<file path="src/rtl/bcd_ctr_pkg.sv">
package bcd_ctr_pkg;
  localparam int DIGIT_W = 4;
  localparam int SYNC_STAGES = 2;
  typedef logic [DIGIT_W-1:0] digit_t;

  function automatic digit_t next_up(digit_t s);
    case (s)
      4'd9:    return 4'd0;
      4'd10:   return 4'd11;
      4'd11:   return 4'd6;
      4'd12:   return 4'd13;
      4'd13:   return 4'd4;
      4'd14:   return 4'd15;
      4'd15:   return 4'd2;
      default: return s + 4'd1;
    endcase
  endfunction

  function automatic digit_t next_dn(digit_t s);
    return (s == 4'd0) ? 4'd9 : s - 4'd1;
  endfunction
endpackage

</file>
<file path="src/rtl/strobe_sync.sv">
module strobe_sync #(
  parameter int STAGES = 2
) (
  input  logic clk_i,
  input  logic rst_ni,
  input  logic strobe_i,
  output logic level_o,
  output logic rise_o
);
  logic [STAGES-1:0] sh_q;
  logic              prev_q;

  // idle-high reset: a strobe resting high after reset is not an edge
  always_ff @(posedge clk_i or negedge rst_ni) begin
    if (!rst_ni) begin
      sh_q   <= '1;
      prev_q <= 1'b1;
    end else begin
      sh_q   <= {sh_q[STAGES-2:0], strobe_i};
      prev_q <= sh_q[STAGES-1];
    end
  end

  assign level_o = sh_q[STAGES-1];
  assign rise_o  = sh_q[STAGES-1] & ~prev_q;

  a_r4_single_rise: assert property (@(posedge clk_i) disable iff (!rst_ni)
    rise_o |=> !rise_o);
endmodule

</file>
<file path="src/rtl/decade_state.sv">
module decade_state
  import bcd_ctr_pkg::*;
(
  input  logic   clk_i,
  input  logic   rst_ni,
  input  logic   clear_i,
  input  logic   load_ni,
  input  digit_t preset_i,
  input  logic   inc_i,
  input  logic   dec_i,
  output digit_t state_o
);
  digit_t state_q, state_d;

  always_comb begin
    state_d = state_q;
    if (clear_i)       state_d = '0;
    else if (!load_ni) state_d = preset_i;
    else if (inc_i)    state_d = next_up(state_q);
    else if (dec_i)    state_d = next_dn(state_q);
  end

  always_ff @(posedge clk_i or negedge rst_ni) begin
    if (!rst_ni) state_q <= '0;
    else         state_q <= state_d;
  end

  assign state_o = state_q;

  a_r2_clear_zero: assert property (@(posedge clk_i) disable iff (!rst_ni)
    clear_i |=> state_q == 4'd0);
  a_r3_load_copy: assert property (@(posedge clk_i) disable iff (!rst_ni)
    (!clear_i && !load_ni) |=> state_q == $past(preset_i));
  a_r4_up_legal: assert property (@(posedge clk_i) disable iff (!rst_ni)
    (inc_i && !clear_i && load_ni && state_q < 4'd9) |=> state_q == $past(state_q) + 4'd1);
  a_r5_dn_step: assert property (@(posedge clk_i) disable iff (!rst_ni)
    (dec_i && !clear_i && load_ni && state_q != 4'd0) |=> state_q == $past(state_q) - 4'd1);
  a_r7_hold: assert property (@(posedge clk_i) disable iff (!rst_ni)
    (!inc_i && !dec_i && !clear_i && load_ni) |=> $stable(state_q));
endmodule

</file>
<file path="src/rtl/term_count.sv">
module term_count
  import bcd_ctr_pkg::*;
(
  input  digit_t state_i,
  input  logic   up_lvl_i,
  input  logic   dn_lvl_i,
  output logic   carry_no,
  output logic   borrow_no
);
  assign carry_no  = ~(state_i[0] & state_i[3] & ~up_lvl_i);
  assign borrow_no = ~((state_i == '0) & ~dn_lvl_i);
endmodule

</file>
<file path="src/rtl/bcd_updown_counter.sv">
module bcd_updown_counter
  import bcd_ctr_pkg::*;
(
  input  logic       clk_i,
  input  logic       rst_ni,
  input  logic       clear_i,
  input  logic       load_ni,
  input  logic [3:0] preset_i,
  input  logic       up_i,
  input  logic       dn_i,
  output logic [3:0] count_o,
  output logic       carry_no,
  output logic       borrow_no
);
  localparam int N_STRB = 2; // index 0 up, 1 down

  logic [N_STRB-1:0] strb, lvl, rise;
  logic              inc, dec;
  digit_t            state;

  assign strb = {dn_i, up_i};

  for (genvar g = 0; g < N_STRB; g++) begin : g_sync
    strobe_sync #(.STAGES(SYNC_STAGES)) u_sync (
      .clk_i   (clk_i),
      .rst_ni  (rst_ni),
      .strobe_i(strb[g]),
      .level_o (lvl[g]),
      .rise_o  (rise[g])
    );
  end

  // an edge counts only with the opposite strobe high; coincident edges cancel
  assign inc = rise[0] & lvl[1] & ~rise[1];
  assign dec = rise[1] & lvl[0] & ~rise[0];

  decade_state u_state (
    .clk_i   (clk_i),
    .rst_ni  (rst_ni),
    .clear_i (clear_i),
    .load_ni (load_ni),
    .preset_i(preset_i),
    .inc_i   (inc),
    .dec_i   (dec),
    .state_o (state)
  );

  term_count u_tc (
    .state_i  (state),
    .up_lvl_i (lvl[0]),
    .dn_lvl_i (lvl[1]),
    .carry_no (carry_no),
    .borrow_no(borrow_no)
  );

  assign count_o = state;

  a_r9_carry_blocks_wrap: assert property (@(posedge clk_i) disable iff (!rst_ni)
    (!carry_no && !clear_i && load_ni) |=> count_o != 4'd0);
  a_r10_borrow_blocks_wrap: assert property (@(posedge clk_i) disable iff (!rst_ni)
    (!borrow_no && !clear_i && load_ni) |=> count_o != 4'd9);
endmodule

</file>
<file path="config.mk">
export PLATFORM = sky130hd
export DESIGN_NAME = bcd_updown_counter
export DESIGN_NICKNAME = d
export VERILOG_FILES = /design/src/rtl/bcd_ctr_pkg.sv /design/src/rtl/strobe_sync.sv /design/src/rtl/decade_state.sv /design/src/rtl/term_count.sv /design/src/rtl/bcd_updown_counter.sv
export SDC_FILE = /design/constraint.sdc
export NUM_CORES = 1
export LEC_CHECK = 0
export BUFFER_PORTS_ARGS = -buffer_cell sky130_fd_sc_hd__buf_2
export CAP_MARGIN = 20
export CORE_MARGIN = 1.5
export CORE_UTILIZATION = 49
export CTS_BUF_LIST = sky130_fd_sc_hd__clkbuf_8
export CTS_CLUSTER_DIAMETER = 50
export DETAILED_ROUTE_END_ITERATION = 12
export MAX_ROUTING_LAYER = met4
export PLACE_DENSITY_LB_ADDON = 0.3
export SLEW_MARGIN = 0
export SYNTH_ARGS = -nofsm -noshare
export SYNTH_HDL_FRONTEND = slang
export SYNTH_SLANG_ARGS = --single-unit
</file>
<file path="constraint.sdc">
create_clock -name clk_i -period 1.9 [get_ports clk_i]
set_clock_uncertainty 0.15 [all_clocks]
set_input_delay 0.095 -clock clk_i [delete_from_list [all_inputs] [get_ports clk_i]]
set_output_delay 0.095 -clock clk_i [all_outputs]
set_load 0.01 [all_outputs]
</file>
==> impl_metrics.json, run 1 <==
{
  "status": "complete, no violations",
  "ys_top_cells_by_area": "dfstp_2, dfrtp_1, ha_1, buf_6, a31oi_1",
  "drive_above_1_share": 0.462,
  "dr.pass1.iters": 4,
  "setup_viol": 0,
  "synth_flop_cell": "dfstp_2",
  "drv_slew": 0,
  "vdd_ir_drop_max_mv": 0.722,
  "yosysSeqAreaShare": 0.378,
  "dieArea_mm2": 0.00162,
  "antenna_found_initial": 0,
  "crit_arrival_ns": 1.86,
  "area_growth_pct": 36.7,
  "synth.avg_cell_area_um2": 10.3,
  "hold_path_class": "input pin to register",
  "grt_pass1_wl_um": 2590,
  "port_buffers": 15,
  "min_period_ns": 1.84,
  "drc": 0,
  "crit_path_start_kind": "register",
  "clock.fmax_mhz": 543,
  "htreeDepth": 1,
  "fillers": 101,
  "grt_setup_unrepaired": "no",
  "fp.dieH_um": 40.3,
  "post-route-cell-area_um2": 932,
  "core_area_mm2": 0.00130,
  "dpl-instance-area_um2": 749,
  "cts_buffers": 3,
  "ios": 16,
  "crit_required_ns": 1.92,
  "clk_pin_slew_ns": 0.05,
  "synth-seq-cells": 10,
  "overflow": 0,
  "synth_commonest_cells": "dfstp_2, inv_1, a31oi_1, dfrtp_1, ha_1",
  "antenna_left": 0,
  "power.static_leakage_nw": 0.420,
  "syn-cell-area_um2": 682,
  "power.density_mw_per_mm2": 724,
  "wl_um": 1670,
  "fin_tns_setup_ns": 0,
  "synth_edf_count": 0,
  "cts_sinks": 10,
  "clockRootBuffer": "clkbuf_8",
  "hold_viol": 0,
  "relSlewSlack": 0.744,
  "syn-num-nets": 80,
  "yosys_warnings": 0,
  "synth_cell_types": 33,
  "hpwlAfterDp_um": 1050,
  "yosysTopAreaCell": "dfstp_2",
  "cts_tree": "done",
  "place_inst": 94,
  "p_total_mw": 0.675,
  "synthArstFlopShare": 1.00,
  "max_cap_viol_count": 0,
  "row_count": 13,
  "grt_start_max_net_pins": 15,
  "die_x_um": 40.3,
  "grt_usage": 0.259,
  "final_nets": 108,
  "yosysMostFrequentCell": "dfstp_2",
  "post-route-period-util": 0.970,
  "instances_no_fill": 108,
  "worstPathMaxFanout": 6,
  "postSynthCellCount": 66,
  "crit_path_end_kind": "register",
  "worstMarginPinSlew_ns": 0.384,
  "clkLatencyLatePin_ns": 0.24,
  "critical_path_class": "register to register",
  "route.vias.total": 648,
  "wl_per_cell_um": 15.5,
  "via_per_inst": 6.00,
  "first_iter_violations": 30,
  "grt_pass1_vias": 572,
  "place_congestion": 0.906,
  "diodes": 0,
  "clock_path_buffers": 2,
  "netlist.area_leader.share": 0.231,
  "start_util": 0.524,
  "whs_ns": 0.0303
}
## critical path, cell delays in order (launching register included)
cell	delay [ns]
dfrtp_1	0.39
buf_4	0.14
buf_4	0.15
ha_2	0.20
a311o_2	0.31
a31oi_1	0.17
o2111ai_1	0.13
a21oi_1	0.15
## per-layer routing
layer  track usage  up-vias  share of wire
met1         0.307      311           0.41
met2         0.363       31           0.51
met5             -        -              0
met3         0.133        2          0.077
li1              -      304              -
met4         0.117        0         0.0066
## what timing repair did
| action | CTS | global route |
|---|---|---|
| pin swaps | 1 | 1 |
| hold endpoints to repair | 16 | 0 |
| setup buffers | 5 | 0 |
| hold buffers | 5 | 0 |
| endpoints found under the setup margin | 1 | 4 |
| gates resized for setup | 4 | 7 |
## cells in the final DEF (no fill, tap or decap), types with 3 or more instances in the layout
cell | synthesis | final
nand2_1 | 3 | 3
o31ai_1 | 3 | 3
inv_1 | 5 | 3
a21oi_1 | 3 | 3
buf_2 | 0 | 14
a31oi_1 | 4 | 4
nor2b_1 | 3 | 3
dfrtp_1 | 4 | 4
dfstp_2 | 6 | 6
clkbuf_8 | 0 | 4
dlygate4sd3_1 | 0 | 5
nor2_1 | 3 | 3
buf_4 | 1 | 7
## final timing paths
check / start / endpoint / slack, ns / cells after the start
max: u_state.state_o[1] / u_state.state_o[3] / 0.06 / 7
min: preset_i[2] / u_state.state_o[2] / 0.03 / 3
max reg2reg: u_state.state_o[1] / u_state.state_o[3] / 0.06 / 7
min reg2reg: g_sync[0].u_sync.sh_q[0] / g_sync[0].u_sync.sh_q[1] / 0.21 / 0
max in group asynchronous: rst_ni / g_sync[0].u_sync.sh_q[1] / 1.24 / 2
min in group asynchronous: rst_ni / u_state.state_o[3] / 0.11 / 2
## sequential cells by signal (all words and copies together), names as in the netlist
name,count
u_state.state_o,4
g_sync.u_sync.prev_q,2
g_sync.u_sync.sh_q,4
## final cells by class
cell class | count | area, µm² | area share
clock buffers | 4 | 55.1 | 0.0591
well taps | 15 | 18.8 | 0.0201
repair buffers | 27 | 184 | 0.197
flip-flops and latches | 10 | 258 | 0.277
inverters | 5 | 18.8 | 0.0201
multi-input cells | 47 | 398 | 0.427
## per-stage QoR
stage               utilization  setup WS [ns]
floorplan                     -        0.00165
global placement          0.576          0.110
detailed placement        0.576         0.0837
CTS                       0.695        0.00614
global route              0.716        0.00406
finish                    0.716         0.0570
## power by group
part | total, mW | switching, mW | internal, mW
registers | 0.249 | 0.0173 | 0.231
logic | 0.158 | 0.0758 | 0.0822
clock network | 0.268 | 0.0861 | 0.182
## cell families after synthesis
kind of cell / count (synthesis) / synth area share
AO/OA/AOI/OAI: 22 / 0.244
adder cells (fa/ha/maj): 4 / 0.0734
flip-flops: 10 / 0.378
XOR/XNOR: 1 / 0.0128
multiplexers: 1 / 0.0147
buffers and inverters: 9 / 0.0881
AND/OR/NAND/NOR: 19 / 0.189
Power figures use the tool's default switching activity.
==> inputs of run 2 (changes only) <==
--- a/config.mk
+++ b/config.mk
@@ -5,6 +5,7 @@
 export SDC_FILE = /design/constraint.sdc
 export NUM_CORES = 1
 export LEC_CHECK = 0
+export ABC_CLOCK_PERIOD_IN_PS = 1900
 export BUFFER_PORTS_ARGS = -buffer_cell sky130_fd_sc_hd__buf_2
 export CAP_MARGIN = 20
 export CORE_MARGIN = 1.5
@@ -12,9 +13,11 @@
 export CTS_BUF_LIST = sky130_fd_sc_hd__clkbuf_8
 export CTS_CLUSTER_DIAMETER = 50
 export DETAILED_ROUTE_END_ITERATION = 12
+export HOLD_SLACK_MARGIN = 0.08
 export MAX_ROUTING_LAYER = met4
 export PLACE_DENSITY_LB_ADDON = 0.3
 export SLEW_MARGIN = 0
 export SYNTH_ARGS = -nofsm -noshare
 export SYNTH_HDL_FRONTEND = slang
+export SYNTH_HIERARCHICAL = 1
 export SYNTH_SLANG_ARGS = --single-unit
==> run 2 against run 1 <==
Against the previous run:
- largest power group unchanged
- cell count grew 9.3%
- area after synthesis grew 1.8%
- wire length grew 17%
- the run now ends with negative setup slack left
- clock power grew 3%
- non-clock buffer count grew 1
- final area grew 4.0%
- critical path depth shrank 1
- utilization grew 2.0 points
- combinational power grew 10%
- register-to-register slack lost 0.13 ns
- sequential share of layout area shrank 1.1 points
==> impl_metrics.json, run 2 <==
{
  "status": "finished with violations",
  "violations": "negative setup slack",
  "via_per_inst": 5.98,
  "area_growth_pct": 39.6,
  "r2r_slack_ns": -0.07,
  "yosys_warnings": 6,
  "core_area_mm2": 0.00132,
  "route.vias.total": 706,
  "synth-seq-cells": 10,
  "syn-cell-area_um2": 694,
  "crit_path_end_kind": "register",
  "clockRootBuffer": "clkbuf_8",
  "row_count": 13,
  "crit_arrival_ns": 1.94,
  "drive_above_1_share": 0.408,
  "worstPathMaxFanout": 4,
  "grt_pass1_wl_um": 2840,
  "critical_path_class": "register to register",
  "fin_util": 0.736,
  "final_common_cell": "buf_2",
  "ios": 16,
  "worstMarginPinSlew_ns": 0.364,
  "crit_path_start_kind": "register",
  "yosysTopAreaCell": "dfstp_2",
  "post-route-cell-area_um2": 970,
  "grt_usage": 0.280,
  "antenna_found_initial": 0,
  "setup_viol": 2,
  "clk_pin_slew_ns": 0.05,
  "syn-num-nets": 89,
  "synth_flop_cell": "dfstp_2",
  "grt_pass1_vias": 625,
  "power.density_mw_per_mm2": 721,
  "diodes": 0,
  "first_iter_violations": 42,
  "vdd_ir_drop_max_mv": 0.497,
  "postSynthCellCount": 75,
  "post-route-period-util": 1.04,
  "drv_slew": 0,
  "max_cap_viol_count": 0,
  "clkLatencyLatePin_ns": 0.24,
  "die_x_um": 40.6,
  "post_cts_buffers": 0,
  "antenna_left": 0,
  "crit_start": "g_sync[0].u_sync/sh_q[1]",
  "power.static_leakage_nw": 0.431,
  "reg2reg_from": "g_sync[0].u_sync/sh_q[1]",
  "yosysMostFrequentCell": "nor2_1",
  "overflow": 0,
  "start_util": 0.527,
  "hpwlAfterDp_um": 1300,
  "cts_sinks": 10,
  "synth.avg_cell_area_um2": 9.26,
  "drc": 0,
  "dieArea_mm2": 0.00165,
  "crit_required_ns": 1.87,
  "clock_path_buffers": 2,
  "wl_per_cell_um": 16.6,
  "cts_tree": "done",
  "hold_viol": 0,
  "synth_cell_types": 33,
  "dpl-instance-area_um2": 808,
  "relSlewSlack": 0.758,
  "place_congestion": 0.931,
  "min_period_ns": 1.97,
  "ys_top_cells_by_area": "dfstp_2, dfrtp_1, ha_1, nor2_1, nor2b_4",
  "instances_no_fill": 118,
  "wl_um": 1960,
  "fp.dieH_um": 40.6,
  "clock.fmax_mhz": 507,
  "place_inst": 107,
  "synth_edf_count": 0,
  "yosysSeqAreaShare": 0.371,
  "final_nets": 118,
  "port_buffers": 15,
  "netlist.area_leader.share": 0.227,
  "synthArstFlopShare": 1.00,
  "htreeDepth": 1,
  "whs_ns": 0.117,
  "cts_buffers": 3,
  "synth_commonest_cells": "nor2_1, dfstp_2, nand2_1, o21ai_0",
  "layout_common_cells": "buf_2, nor2_1, dlygate4sd3_1",
  "grt_start_max_net_pins": 13,
  "final.setup.worst_slack_ns": -0.0732,
  "grt_setup_unrepaired": "yes",
  "dr.pass1.iters": 4,
  "hold_path_class": "input pin to async pin"
}
==> run 2: changes by cell type after synthesis, moves of 3 or more <==
cell	previous run	this run
buf_6	3	0
nor2_1	3	8
inv_1	5	2
o21ai_0	1	5
==> run 2: final cells by class <==
type                    count  area [µm²]
clock buffers               4        55.1
fillers                    99         348
inverters                   2        7.51
multi-input cells          59         437
flip-flops and latches     10         258
well taps                  15        18.8
repair buffers             28         194
==> run 2: timing repair <==
action,4_1_cts,5_1_grt
resized for setup,0,10
pin swaps,0,7
endpoints found under the setup margin,2,3
hold endpoints to repair,16,0
hold buffers,7,0
==> run 2: cells by family after synthesis <==
| logic type | count (synthesis) | share of synthesized area |
|---|---|---|
| compound gates | 25 | 0.238 |
| xor+xnor | 1 | 0.0126 |
| fa+ha+maj | 4 | 0.0721 |
| buf+inv | 6 | 0.0468 |
| flops | 10 | 0.371 |
| simple gates | 29 | 0.259 |
==> run 2: report_power, final <==
group,total (mW),switching [mW],internal [mW]
logic,0.174,0.0902,0.0833
clock network,0.275,0.0920,0.183
registers,0.251,0.0185,0.232
==> run 2: worst paths after layout <==
kind                                             to  cells after the start
setup / recovery                 u_state/state_o[1]                      6
hold / removal                   u_state/state_o[1]                      2
setup reg to reg                 u_state/state_o[1]                      6
hold reg to reg            g_sync[1].u_sync/sh_q[1]                      0
max in group asynchronous  g_sync[0].u_sync/sh_q[0]                      2
min in group clk_i               u_state/state_o[0]                      4
==> run 2: metal layers <==
| layer | vias up | track usage | share of wire |
|---|---|---|---|
| met4 | 0 | 0.208 | 0.026 |
| met5 | - | - | 0 |
| met3 | 8 | 0.0489 | 0.063 |
| met2 | 34 | 0.405 | 0.50 |
| li1 | 328 | - | - |
| met1 | 336 | 0.347 | 0.41 |
==> run 2: metrics by stage <==
stage	power, mW	worst slack, ns	setup TNS (ns)
floorplan	0.343	0.0483	0
global placement	0.391	0.0261	0
detailed placement	0.396	-0.0778	-0.149
CTS	0.687	-0.125	-0.221
global route	0.731	-0.132	-0.244
finish	0.699	-0.0732	-0.118
==> run 2: critical path: stages, from the launching register on <==
cell	delay [ns]
dfstp_2	0.53
nor2b_4	0.13
and3b_1	0.19
or2_4	0.28
nor3b_4	0.19
nor4_2	0.06
a2111oi_2	0.32
